[src/rtl/pwr_pkg.sv]
package pwr_pkg;
  localparam int SEL_W  = 2;
  localparam int CFG_W  = SEL_W + 1;
  localparam int CNT_W  = 1 << SEL_W;
  localparam int MODE_W = 3;

  typedef struct packed {
    logic             slowEn;
    logic [SEL_W-1:0] sel;
  } divCfg_t;

  typedef struct packed {
    logic hold;
    logic reload;
  } divStrobe_t;

  typedef enum logic [1:0] {
    PH_ACTIVE = 2'd0,
    PH_WAIT   = 2'd1,
    PH_AHALT  = 2'd2,
    PH_HALT   = 2'd3
  } phase_t;

  localparam logic [MODE_W-1:0] MODE_RUN   = 3'd0;
  localparam logic [MODE_W-1:0] MODE_SLOW  = 3'd1;
  localparam logic [MODE_W-1:0] MODE_WAIT  = 3'd2;
  localparam logic [MODE_W-1:0] MODE_SWAIT = 3'd3;
  localparam logic [MODE_W-1:0] MODE_AHALT = 3'd4;
  localparam logic [MODE_W-1:0] MODE_HALT  = 3'd5;
endpackage

[src/rtl/pwrClkDiv.sv]
module pwrClkDiv
  import pwr_pkg::*;
(
  input  logic       clk,
  input  logic       rstN,
  input  logic       regWrEn,
  input  divCfg_t    wrCfg,
  input  divStrobe_t strobe,
  output logic       termCnt,
  output logic       actSlow
);
  divCfg_t          ctlReg;
  logic [SEL_W-1:0] actSel;
  logic [CNT_W-1:0] cnt;
  logic [CNT_W:0]   divisor;
  logic [CNT_W-1:0] termVal;
  logic             atEnd;

  // divisor = 2 << select, compared against (divisor - 1)
  always_comb begin
    divisor = (CNT_W+1)'(2) << actSel;
    termVal = CNT_W'(divisor - (CNT_W+1)'(1));
    atEnd   = !actSlow || (cnt == termVal);
    termCnt = !strobe.hold && atEnd;
  end

  always_ff @(posedge clk or negedge rstN) begin
    if (!rstN) begin
      ctlReg  <= '0;
      actSlow <= 1'b0;
      actSel  <= '0;
      cnt     <= '0;
    end else begin
      if (regWrEn) ctlReg <= wrCfg;
      if (strobe.reload) begin
        cnt     <= '0;
        actSlow <= ctlReg.slowEn;
        actSel  <= ctlReg.sel;
      end else if (!strobe.hold) begin
        if (atEnd) begin
          cnt     <= '0;
          actSlow <= ctlReg.slowEn;
          actSel  <= ctlReg.sel;
        end else begin
          cnt <= cnt + CNT_W'(1);
        end
      end
    end
  end
endmodule

[src/rtl/pwrModeFsm.sv]
module pwrModeFsm
  import pwr_pkg::*;
(
  input  logic              clk,
  input  logic              rstN,
  input  logic              waitReq,
  input  logic              haltReq,
  input  logic              oscKeep,
  input  logic              wakeIrq,
  input  logic              termCnt,
  input  logic              actSlow,
  output divStrobe_t        strobe,
  output logic              cpuClkEn,
  output logic              perClkEn,
  output logic              aliveTick,
  output logic [MODE_W-1:0] modeState
);
  phase_t phase, phaseNxt;

  always_comb begin
    phaseNxt = phase;
    case (phase)
      PH_ACTIVE: begin
        if (haltReq)      phaseNxt = oscKeep ? PH_AHALT : PH_HALT;
        else if (waitReq) phaseNxt = PH_WAIT;
      end
      PH_WAIT, PH_AHALT, PH_HALT: begin
        if (wakeIrq) phaseNxt = PH_ACTIVE;
      end
      default: phaseNxt = PH_ACTIVE;
    endcase
  end

  always_ff @(posedge clk or negedge rstN) begin
    if (!rstN) phase <= PH_ACTIVE;
    else       phase <= phaseNxt;
  end

  always_comb begin
    strobe.hold   = (phase == PH_HALT);
    strobe.reload = ((phase == PH_HALT) || (phase == PH_AHALT)) && wakeIrq;
    cpuClkEn      = (phase == PH_ACTIVE) && termCnt;
    perClkEn      = ((phase == PH_ACTIVE) || (phase == PH_WAIT)) && termCnt;
    aliveTick     = (phase != PH_HALT);
    case (phase)
      PH_ACTIVE: modeState = actSlow ? MODE_SLOW : MODE_RUN;
      PH_WAIT:   modeState = actSlow ? MODE_SWAIT : MODE_WAIT;
      PH_AHALT:  modeState = MODE_AHALT;
      default:   modeState = MODE_HALT;
    endcase
  end
endmodule

[src/rtl/pwrModeCtrl.sv]
module pwrModeCtrl
  import pwr_pkg::*;
(
  input  logic              clk,
  input  logic              rstN,
  input  logic              regWrEn,
  input  logic [CFG_W-1:0]  regWrData,
  input  logic              waitReq,
  input  logic              haltReq,
  input  logic              oscKeep,
  input  logic              wakeIrq,
  output logic              cpuClkEn,
  output logic              perClkEn,
  output logic              aliveTick,
  output logic [MODE_W-1:0] modeState
);
  divStrobe_t strobe;
  logic       termCnt;
  logic       actSlow;

  pwrClkDiv uDiv (
    .clk     (clk),
    .rstN    (rstN),
    .regWrEn (regWrEn),
    .wrCfg   (divCfg_t'(regWrData)),
    .strobe  (strobe),
    .termCnt (termCnt),
    .actSlow (actSlow)
  );

  pwrModeFsm uFsm (
    .clk       (clk),
    .rstN      (rstN),
    .waitReq   (waitReq),
    .haltReq   (haltReq),
    .oscKeep   (oscKeep),
    .wakeIrq   (wakeIrq),
    .termCnt   (termCnt),
    .actSlow   (actSlow),
    .strobe    (strobe),
    .cpuClkEn  (cpuClkEn),
    .perClkEn  (perClkEn),
    .aliveTick (aliveTick),
    .modeState (modeState)
  );
endmodule

[config.mk]
export PLATFORM = sky130hd
export DESIGN_NAME = pwrModeCtrl
export DESIGN_NICKNAME = d
export VERILOG_FILES = /design/src/rtl/pwr_pkg.sv /design/src/rtl/pwrClkDiv.sv /design/src/rtl/pwrModeFsm.sv /design/src/rtl/pwrModeCtrl.sv
export SDC_FILE = /design/constraint.sdc
export NUM_CORES = 1
export LEC_CHECK = 0
export BUFFER_PORTS_ARGS = -buffer_cell sky130_fd_sc_hd__buf_2
export CAP_MARGIN = 20
export CORE_UTILIZATION = 45
export DETAILED_ROUTE_END_ITERATION = 10
export GPL_TIMING_DRIVEN = 0
export HOLD_SLACK_MARGIN = 0.15
export PLACE_DENSITY_LB_ADDON = 0.05
export SLEW_MARGIN = 10
export SYNTH_ARGS = -nofsm -noshare
export SYNTH_HDL_FRONTEND = slang
export SYNTH_HIERARCHICAL = 1
export SYNTH_SLANG_ARGS = --single-unit
[constraint.sdc]
create_clock -name clk -period 1.7 [get_ports clk]
set_input_delay 0.34 -clock clk [delete_from_list [all_inputs] [get_ports clk]]
set_output_delay 0.34 -clock clk [all_outputs]
set_load 0.01 [all_outputs]
# == Word level (Yosys, flattened, before mapping) ==
# Cells that the tools add are included.
# W data, S select, Z words.
# totals
reg_bits,12
input_bits,10
wordCells,48
# classes
add_sub_neg,2
eq_ne,8
shifts,1
n_mux,17
n_reduce_logical,14
# ops
op,count
$mux W2,6
$mux W4,3
$pmux W3 S3,1
$mux W1,6
$ne A2 B2 Y1 const B,3
$add A4 B1 Y4 const B,1
$eq A2 B2 Y1 const B,2
$eq A4 B4 Y1,1
$logic_and A1 B1 Y1,4
$pmux W2 S2,1
$reduce_and A2 Y1,2
$shl A2 B2 Y4 const A,1
$sub A4 B1 Y4 const B,1
$logic_or A1 B1 Y1,3
$ne A3 B3 Y1 const B,1
$reduce_or A3 Y1,1
$eq A2 B1 Y1 const B,1
$logic_not A1 Y1,2
$logic_not A2 Y1,1
$reduce_bool A2 Y1,1

# == Logic depth before layout (Yosys ltp) ==
# Gate-level depths: netlist of the first run.
# logic_depth
ltp_word,7
mapped_depth,7
depth_no_buf,6

# == By module ==
# Netlist of the first run, hierarchy kept.
# by_module_without_submodules
mod,n_inst,cells_each,area_per_inst_um2,seq_area_each_um2
pwrClkDiv,1,49,525.5,250.2
pwrModeFsm,1,17,131.4,50.0

# == Worst setup path after synthesis of the first run ==
# Ideal clock, no wire load.
# synth_timing
kind,reg-to-output
from,register uDiv.cnt[2]
to,output cpuClkEn
t_arrival_ns,1.669
t_required_ns,1.360
slack_ns,-0.309
path_stages_with_launch,7
cell_sequence,dfrtp_1 or3_4 nor3_2 o21ai_0 a21oi_1 nor2b_1 nor2b_1
# synth_via
elab_chain_cells,4
# synth_lines
element,line_no,text
from (decl),pwrClkDiv.sv:14,logic [CNT_W-1:0] cnt;
from (signal assigned),pwrClkDiv.sv:45,cnt <= cnt + CNT_W'(1);
$eq A4 B4 Y1,pwrClkDiv.sv:23,atEnd = !actSlow || (cnt == termVal);
$logic_or A1 B1 Y1,pwrClkDiv.sv:23,
$logic_and A1 B1 Y1,pwrClkDiv.sv:24,termCnt = !strobe.hold && atEnd;
net termCnt,pwrModeCtrl.sv:18,logic termCnt;
$logic_and A1 B1 Y1,pwrModeFsm.sv:42,cpuClkEn = (phase == PH_ACTIVE) && termCnt;
to (decl),pwrModeCtrl.sv:12,"output logic cpuClkEn,"
# The timed path passes the listed nets, and every way through them passes these cells.

# == Worst setup path after layout of the first run ==
# layout_timing
from,register uDiv.actSel[1]
to,output cpuClkEn
# layout_via
elab_chain_cells,6
# layout_lines
element,line_no,text
from (decl),pwrClkDiv.sv:13,logic [SEL_W-1:0] actSel;
from (signal assigned),pwrClkDiv.sv:38,actSel <= ctlReg.sel;
from (signal assigned),pwrClkDiv.sv:43,actSel <= ctlReg.sel;
$shl A2 B2 Y4,pwrClkDiv.sv:21,divisor = (CNT_W+1)'(2) << actSel;
$sub A4 B1 Y4,pwrClkDiv.sv:22,termVal = CNT_W'(divisor - (CNT_W+1)'(1));
$eq A4 B4 Y1,pwrClkDiv.sv:23,
$logic_or A1 B1 Y1,pwrClkDiv.sv:23,
$logic_and A1 B1 Y1,pwrClkDiv.sv:24,
net termCnt,pwrModeCtrl.sv:18,
$logic_and A1 B1 Y1,pwrModeFsm.sv:42,
# The timed path passes the listed nets, and every way through them passes these cells.

==> metrics.txt, run 1 <==
status finished, violations left; violated checks negative setup slack; clock root cell clkbuf_4; clock group share of total power 0.135; Die ar. 1616 um^2; cts bufs inserted 3; Post-synth ARST share 1.000; Post-Syn Area 656.9 um^2; post-synthesis register bit count 12; Fin Setup TNS -0.8335 ns; Sw Pwr 0.6576 mW; post-synthesis average cell area 9.953 um^2; Tcrit/Tclk final 1.276; worst path buffer plus inverter count 1; nets@finish 101; sw frac 0.4003; Post-Place Cell Area 772.0 um^2; cells after synthesis 66; # port buffers 15; pre-CTS WS -0.3174 ns; clock skew 0.002565 ns; clk slew on worst S/H paths 0.07 ns; setup violators final 2; Fmax 0.4609 GHz; Critical Path Sink Type output port; synth unique cells 28; Wirelength per Cell 11.92 um; Post-DRT Antenna Nets 0; VDD IR-drop max 0.9403 mV; via count 559; critical path startpoint category flop; WL final 1240 um; CP max stage delay 0.42 ns; Die Span X 40.21 um; post-route cell area 862.1 um^2; metal2 WL 587 um; RSZ-0062 raised after global routing yes; vias in the first global route 453; Leakage 0.4065 nW; max-cap viol count 0; total core area 1334 um^2; area delta synth->final 31.24%; initial drt markers 13; clock sink count 12; dominant cell type by area after synthesis dfrtp_1; Post-synth EDFFs 0; TritonRoute pass-1 iters 4; pwr/cell area 1905 nW/um^2; M1 WL 596 um; met3 WL 39 um; H-tree depth 1; min-delay worst type input pin to flop; Worst-Margin Slew 0.2701 ns; Worst-Skew Late Latency 0.26 ns; delay-heaviest family, CP simple AND/OR/NAND/NOR gates; WP data arrival 1.83 ns; Synth Flop Type dfrtp_1; initial core utilization 0.4925; P_int 0.9851 mW; Reg power frac 0.334; crit path kind flop to output port; pin count of the biggest net entering global routing 13; Post-route DRC 0; Final Slew Violations 0; Yosys warning total 6; highest routed layer met4; Critical Path RT 1.36 ns; final hold violation count 0; post-route total power 1.643 mW; Slew Limit Headroom 0.8180; CTS tree yes; vias per cell 5.375; crit-path cells or3_4 > o22ai_2 > o21ai_1 > a21oi_1 > nor2b_4 > nor2b_4 > buf_6; I/O pin count 16; worst-path maximum fanout 3; post-synth net total 77; GRT Residual Overflow 0; minimum clock period 2.170 ns; Comb power frac 0.530; synth cell count leaders 12 x dfrtp_1, 6 x nand2_1, 5 x inv_1, 5 x o21ai_0; clk buf depth 2; top cell type's share of synthesized area 0.4571; # diodes 0; Detailed Place HPWL 936.8 um; FP Rows 13; first-pass GRT wire length 1856 um; Seq/Total Area, Yosys 0.4571; Die Height 40.21 um; cell repeated most along the worst path nor2b_4; fraction of layout cells with a size suffix above 1 0.4157; Crit-path slowest cell or3_4; largest cells by area after synthesis dfrtp_1 46%, mux2_2 5.1%, a22o_1 4.0%; initial antenna violation count 0; total track usage 0.1804; Worst Slack Setup Final -0.4699 ns; gpl congestion 0.7091; count leader, synth dfrtp_1
==> path summary, 6_finish.rpt <==
path,start,endpoint,slack [ns],cells after the start
min in group asynchronous,rstN,uFsm/phase[1],0.48,2
hold / removal,regWrData[0],uDiv/ctlReg[0],0.30,2
setup / recovery,uDiv/actSel[1],cpuClkEn,-0.47,7
max in group asynchronous,rstN,uFsm/phase[1],0.99,2
setup reg to reg,uFsm/phase[1],uDiv/actSel[0],0.08,5
hold reg to reg,uDiv/ctlReg[1],uDiv/actSel[1],0.50,1
==> layout make-up <==
class | instances | area, um^2
inverters | 5 | 18.77
fillers | 116 | 471.7
multi-input cells | 47 | 361.6
repair buffers | 20 | 121.4
flip-flops and latches | 12 | 301.5
well taps | 15 | 18.77
clock buffers | 4 | 36.28
plain buffers | 1 | 3.754
==> kinds of logic after synthesis <==
family | count (synthesis) | share of synthesized area
flip-flops | 12 | 0.4571
buffers and inverters | 7 | 0.04001
AO/OA/AOI/OAI | 18 | 0.2095
XOR/XNOR | 2 | 0.02667
adder cells (fa/ha/maj) | 1 | 0.01904
multiplexers | 3 | 0.05142
AND/OR/NAND/NOR | 23 | 0.1962
==> cell usage in the layout (no fill, tap or decap) <==
| cell type | n |
|---|---|
| nand2b_1 | 1 |
| nor3b_1 | 1 |
| a221o_1 | 1 |
| nand2_1 | 6 |
| mux2_2 | 3 |
| dfrtp_1 | 11 |
| ha_1 | 1 |
| nand3b_1 | 1 |
| o221ai_2 | 1 |
| nand4_1 | 1 |
| nand3_1 | 1 |
| buf_2 | 14 |
| o2bb2ai_2 | 1 |
| a22o_1 | 3 |
| o21ai_0 | 4 |
| xor2_1 | 2 |
| clkbuf_4 | 3 |
| dlygate4sd3_1 | 1 |
| o22a_2 | 1 |
| o21ai_1 | 2 |
| nor2b_1 | 1 |
| nor2b_4 | 2 |
| or2_1 | 1 |
| or3_4 | 1 |
| dfrtp_2 | 1 |
| clkbuf_8 | 1 |
| clkbuf_1 | 1 |
| nor2b_2 | 1 |
| a32o_1 | 1 |
| buf_4 | 4 |
| nor2_1 | 4 |
| a21oi_1 | 3 |
| o22ai_2 | 1 |
| nor3_4 | 1 |
| and2_2 | 1 |
| inv_1 | 5 |
| buf_6 | 1 |
==> worst register-to-register path: cells and delay by family (launching register included) <==
kind,cells,cell delay [ns]
AO/OA/AOI/OAI,3,0.62
AND/OR/NAND/NOR,2,0.42
flip-flops,1,0.47
==> through the flow <==
step / hold WS (ns) / instances / utilization
floorplan: 0.04441 / 66 / -
global placement: 0.2374 / 96 / 0.5788
detailed placement: 0.2426 / 96 / 0.5788
CTS: 0.2905 / 104 / 0.6370
global route: 0.3009 / 104 / 0.6463
finish: 0.3015 / 104 / 0.6463
==> power by group through the flow <==
stage / clock network, mW / logic, mW / registers, mW
2_1_floorplan: 0 / 0.603 / 0.526
3_3_place_gp: 0 / 0.748 / 0.560
3_5_place_dp: 0 / 0.760 / 0.564
4_1_cts: 0.234 / 0.848 / 0.550
5_1_grt: 0.240 / 0.960 / 0.569
6_report: 0.222 / 0.871 / 0.549
==> state kept, by name, indices dropped and copies added, names as in the netlist <==
register and count:
uDiv/ctlReg 3, uDiv/actSel 2, uDiv/cnt 4, uDiv/actSlow 1
uFsm/phase 2
==> routing by layer <==
| layer | up-vias | track usage |
|---|---|---|
| met5 | - | 0 |
| met4 | 0 | 0.1000 |
| met3 | 2 | 0.05000 |
| met2 | 11 | 0.2742 |
| met1 | 266 | 0.2300 |
| li1 | 280 | - |
==> what timing repair did <==
| action | CTS | global route |
|---|---|---|
| gates resized for setup | 3 | 3 |
| endpoints found under the setup margin | 4 | 6 |
| hold endpoints to repair | 12 | 0 |
| buffers inserted | 3 | 1 |
| pin swaps | 3 | 2 |
| hold buffers | 1 | 0 |
Note: power is estimated with default switching activity, not from simulation.
==> run 2, diff against run 1 <==
- BUFFER_PORTS_ARGS: -buffer_cell sky130_fd_sc_hd__buf_2 -> -buffer_cell sky130_fd_sc_hd__buf_4
- CORE_AREA: not set -> 2 2 39 41
- CORE_UTILIZATION: 45 -> not set
- CTS_BUF_LIST: not set -> sky130_fd_sc_hd__clkbuf_16
- DIE_AREA: not set -> 0 0 41 43
- clock period: 1.7 -> 2.75 ns (I/O delays scaled with it)
==> metrics.txt, run 2 (synthesis results as in run 1) <==
status complete, no violations; GRT Residual Overflow 0; cts bufs inserted 3; nets@finish 97; initial antenna violation count 0; Post-CTS Setup Inserts 0; CP startpoint uDiv/actSel[1]; crit-path cells or3_4 > nor3_2 > o21ai_0 > a21oi_1 > nor2b_1 > nor2b_1 > buf_4; Most Crowded Layer GR met2; WP data arrival 1.99 ns; initial core utilization 0.4747; cell repeated most along the worst path nor2b_1; clock skew 0.0006630 ns; Worst-Margin Slew 0.3480 ns; pre-CTS WS 0.4574 ns; Crit-path slowest cell or3_4; pwr/cell area 1240 nW/um^2; VDD IR-drop max 0.5372 mV; post-cts resize count 0; setup violators final 0; crit path kind flop to output port; Tcrit/Tclk final 0.9235; Sw Pwr 0.3943 mW; Fmax 0.3938 GHz; WL final 1260 um; FP Rows 14; clock root cell clkbuf_16; commonest non-fill, non-tap cell in the layout buf_4; Final Slew Violations 0; Critical Path RT 2.20 ns; Leakage 0.4050 nW; worst setup path endpoint cpuClkEn; first-pass GRT wire length 2097 um; Post-Place Cell Area 789.5 um^2; post-route total power 1.076 mW; H-tree depth 1; clk buf depth 2; post-route cell area 868.3 um^2; M3 GR Usage 0.06283; sw frac 0.3663; met2 usage 0.2500; total core area 1384 um^2; vias per cell 5.248; Die Height 43 um; Die ar. 1763 um^2; initial drt markers 4; Comb power frac 0.443; pin count of the biggest net entering global routing 13; Worst-Skew Late Latency 0.24 ns; CTS tree yes; max-cap viol count 0; P_int 0.6820 mW; max reg flops 4; grt met1 use 0.2483; final hold violation count 0; Post-CTS Hold Fix Bufs 0; fraction of layout cells with a size suffix above 1 0.3059; Fin Setup TNS 0 ns; worst-path maximum fanout 3; Reg power frac 0.309; R2R Setup Slk 1.03 ns; critical path startpoint category flop; Regs by FF count uDiv/cnt x4, uDiv/ctlReg x3; # diodes 0; via count 530; TritonRoute pass-1 iters 4; minimum clock period 2.540 ns; commonest non-fill, non-tap cells in the layout 15 x buf_4, 12 x dfrtp_1, 6 x nand2_1; # port buffers 15; Critical Path Sink Type output port; clock group share of total power 0.247; Post-route DRC 0; CP max stage delay 0.42 ns; worst reg2reg path depth 5; clock sink count 12; area delta synth->final 32.19%; min-delay worst type input pin to asynchronous set/reset pin; Wirelength per Cell 12.48 um; Post-DRT Antenna Nets 0; Worst Slack Setup Final 0.2104 ns; FF-to-FF Start uFsm/phase[1]; fillers 112; total track usage 0.1808; Detailed Place HPWL 942.4 um; Fin Hold WS 0.1444 ns; vias in the first global route 498; clk slew on worst S/H paths 0.04 ns; RR Endpoint uDiv/actSel[1]; Die Span X 41 um; Slew Limit Headroom 0.7680; Largest Register uDiv/cnt; I/O pin count 16; gpl congestion 0.6871; RSZ-0062 raised after global routing no
run 2: how the worst min path moves through the flow:
stage	startpoint	end	slack [ns]	cells past startpoint
4_1_cts	rstN	uDiv/cnt[3]	0.15	1
2_1_floorplan	rstN	uDiv/actSel[0]	0.25	0
5_1_grt	rstN	uDiv/cnt[3]	0.15	1
6_report	rstN	uDiv/cnt[3]	0.14	1
3_5_place_dp	rstN	uDiv/actSel[0]	0.40	1
3_3_place_gp	rstN	uDiv/cnt[3]	0.40	1
run 2: layout make-up:
| type | count | area [um^2] | area share |
|---|---|---|---|
| clock inverter | 1 | 3.754 | 0.004323 |
| sequential | 12 | 300.3 | 0.3458 |
| buffer | 2 | 7.507 | 0.008646 |
| multi-input combinational | 47 | 330.3 | 0.3804 |
| timing repair buffer | 15 | 112.6 | 0.1297 |
| clock buffer | 3 | 75.07 | 0.08646 |
| tap | 16 | 20.02 | 0.02305 |
| inverter | 5 | 18.77 | 0.02161 |
run 2: power by group through the flow:
stage	Sequential (mW)	Clock, mW	Combinational (mW)
finish	0.333	0.266	0.477
global route	0.347	0.282	0.525
CTS	0.335	0.270	0.481
detailed placement	0.337	0	0.475
global placement	0.337	0	0.468
floorplan	0.312	0	0.347
run 2: critical path: cells and delay by family, from the launching register on:
family          cells  cell delay (ns)
compound gates      2             0.28
buf+inv             1             0.13
flops               1             0.40
simple gates        4             0.96
run 2: through the flow:
stage,utilization,std cells
after detailed placement,0.5705,97
after global placement,0.5705,97
after CTS,0.6275,101
after global routing,0.6275,101
final,0.6275,101
after floorplan,-,66
run 2: metal layers:
layer | wire length, um | vias up
met5 | 0 | -
met4 | 17 | 0
met3 | 43 | 2
met2 | 610 | 9
met1 | 589 | 244
li1 | - | 275
==> run 3, diff against run 2 <==
- CORE_AREA: 2 2 39 41 -> not set
- CORE_UTILIZATION: not set -> 50
- DIE_AREA: 0 0 41 43 -> not set
- PLACE_DENSITY: not set -> 0.8
- PLACE_DENSITY_LB_ADDON: 0.05 -> not set
- clock period: 2.75 -> 2.65 ns (I/O delays scaled with it)
==> metrics.txt, run 3 (synthesis results as in run 1) <==
Tcrit/Tclk final 0.9747; I/O pin count 16; Die ar. 1463 um^2; worst path buffer plus inverter count 1; critical path startpoint category flop; post-route total power 1.162 mW; vias in the first global route 510; # port buffers 15; Post-DRT Antenna Nets 0; clock sink count 12; initial antenna violation count 0; via count 564; WL final 1489 um; area delta synth->final 34.29%; worst reg2reg path depth 5; VDD IR-drop max 0.6662 mV; delay-heaviest family, CP simple AND/OR/NAND/NOR gates; pwr/cell area 1317 nW/um^2; Post-Route Utilization 0.7630; area occupied by multi-input gates 336.6 um^2; RSZ-0062 raised after global routing no; setup violators final 0; Crit-path slowest cell dfrtp_1; Slew Limit Headroom 0.7659; final hold violation count 0; Detailed Place HPWL 989.5 um; Fmax 0.3872 GHz; minimum clock period 2.583 ns; total track usage 0.2519; Final Slew Violations 0; Post-CTS Setup Inserts 0; Largest Register uDiv/cnt; fraction of layout cells with a size suffix above 1 0.3023; CP startpoint uDiv/cnt[2]; CTS tree yes; initial core utilization 0.5682; TritonRoute pass-1 iters 4; FP Rows 12; RR Endpoint uDiv/actSel[1]; cts bufs inserted 3; initial drt markers 14; cell repeated most along the worst path nor2b_1; placed cells 95; clk buf depth 2; CP max stage delay 0.42 ns; Worst-Margin Slew 0.3511 ns; Regs by FF count uDiv/cnt x4, uDiv/ctlReg x3; max-cap viol count 0; max reg flops 4; commonest non-fill, non-tap cell in the layout buf_4; min-delay worst type flop to flop; H-tree depth 1; clock root cell clkbuf_16; Fin Setup TNS 0 ns; GRT Residual Overflow 0; Critical Path RT 2.12 ns; Post-Layout Cell Count 100; nets@finish 98; FF-to-FF Start uFsm/phase[1]; commonest non-fill, non-tap cells in the layout 15 x buf_4, 12 x dfrtp_1, 6 x nand2_1; # diodes 0; Die Span X 38.25 um; status complete, no violations; total core area 1156 um^2; pin count of the biggest net entering global routing 13; vias per cell 5.640; Sequential Area 300.3 um^2; R2R Setup Slk 0.85 ns; crit path kind flop to output port; clock skew 0.002198 ns; gpl congestion 0.7449; Die Height 38.25 um; fillers 86; worst-path maximum fanout 5; crit-path cells or3_4 > o22ai_1 > o21ai_0 > a21oi_1 > nor2b_1 > nor2b_1 > buf_4; clk slew on worst S/H paths 0.04 ns; first-pass GRT wire length 2366 um; Levels on crit path 7; WP data arrival 2.05 ns; Wirelength per Cell 14.89 um; Critical Path Sink Type output port; Post-route DRC 0; Worst-Skew Late Latency 0.24 ns; worst setup path endpoint cpuClkEn; Leakage 0.4101 nW
==> run 3: timing repair <==
item | 4_1_cts | 5_1_grt
resized for setup | 0 | 1
hold buffers | 1 | 0
setup endpoints to repair | 0 | 1
endpoints found under the hold margin | 12 | 0
==> run 3: per-stage QoR <==
stage | worst slack (ns) | hold WS (ns) | area, um^2
2_1_floorplan | 0.4508 | 0.2344 | 656.9
3_3_place_gp | 0.4298 | 0.3763 | 787.0
3_5_place_dp | 0.4201 | 0.3761 | 787.0
4_1_cts | 0.05930 | 0.5017 | 875.8
5_1_grt | 0.04596 | 0.5330 | 882.1
6_report | 0.06716 | 0.4984 | 882.1
==> run 3: area by class of cell <==
| cell class | count | share of cell area |
|---|---|---|
| buffer | 2 | 0.008511 |
| clock buffer | 3 | 0.08511 |
| clock inverter | 1 | 0.004255 |
| inverter | 5 | 0.02128 |
| multi-input combinational | 47 | 0.3816 |
| sequential | 12 | 0.3404 |
| tap | 14 | 0.01986 |
| timing repair buffer | 16 | 0.1390 |
==> run 3: where the power goes <==
part | total, mW | leakage, nW | switching, mW | internal [mW]
registers | 0.354 | 0.145 | 0.0984 | 0.256
logic | 0.531 | 0.227 | 0.273 | 0.258
clock network | 0.277 | 0.0385 | 0.0781 | 0.199
==> run 3: layer usage <==
| layer | share of wire | GRT usage | up-vias | wire (um) |
|---|---|---|---|---|
| met2 | 0.51 | 0.4110 | 17 | 755 |
| met3 | 0.032 | 0.06977 | 4 | 47 |
| met4 | 0.018 | 0.1339 | 0 | 27 |
| met1 | 0.44 | 0.2970 | 268 | 658 |
| li1 | - | - | 275 | - |
| met5 | 0 | 0 | - | 0 |
==> run 3: worst reg2reg max path, cell delays in order, from the launching register on <==
cell and delay [ns]:
dfrtp_1 0.44, and2_1 0.23, nor2b_1 0.29, o221ai_2 0.19
o22a_2 0.28, a22o_1 0.24
==> run 3: how the worst min path moves through the flow <==
stage | from | endpoint | depth (start not counted)
final | uDiv/ctlReg[0] | uDiv/actSel[0] | 1
after floorplan | rstN | uDiv/actSel[0] | 0
after detailed placement | rstN | uDiv/cnt[3] | 1
after global routing | regWrData[1] | uDiv/ctlReg[1] | 2
after CTS | uDiv/ctlReg[0] | uDiv/actSel[0] | 1
after global placement | rstN | uDiv/cnt[3] | 1
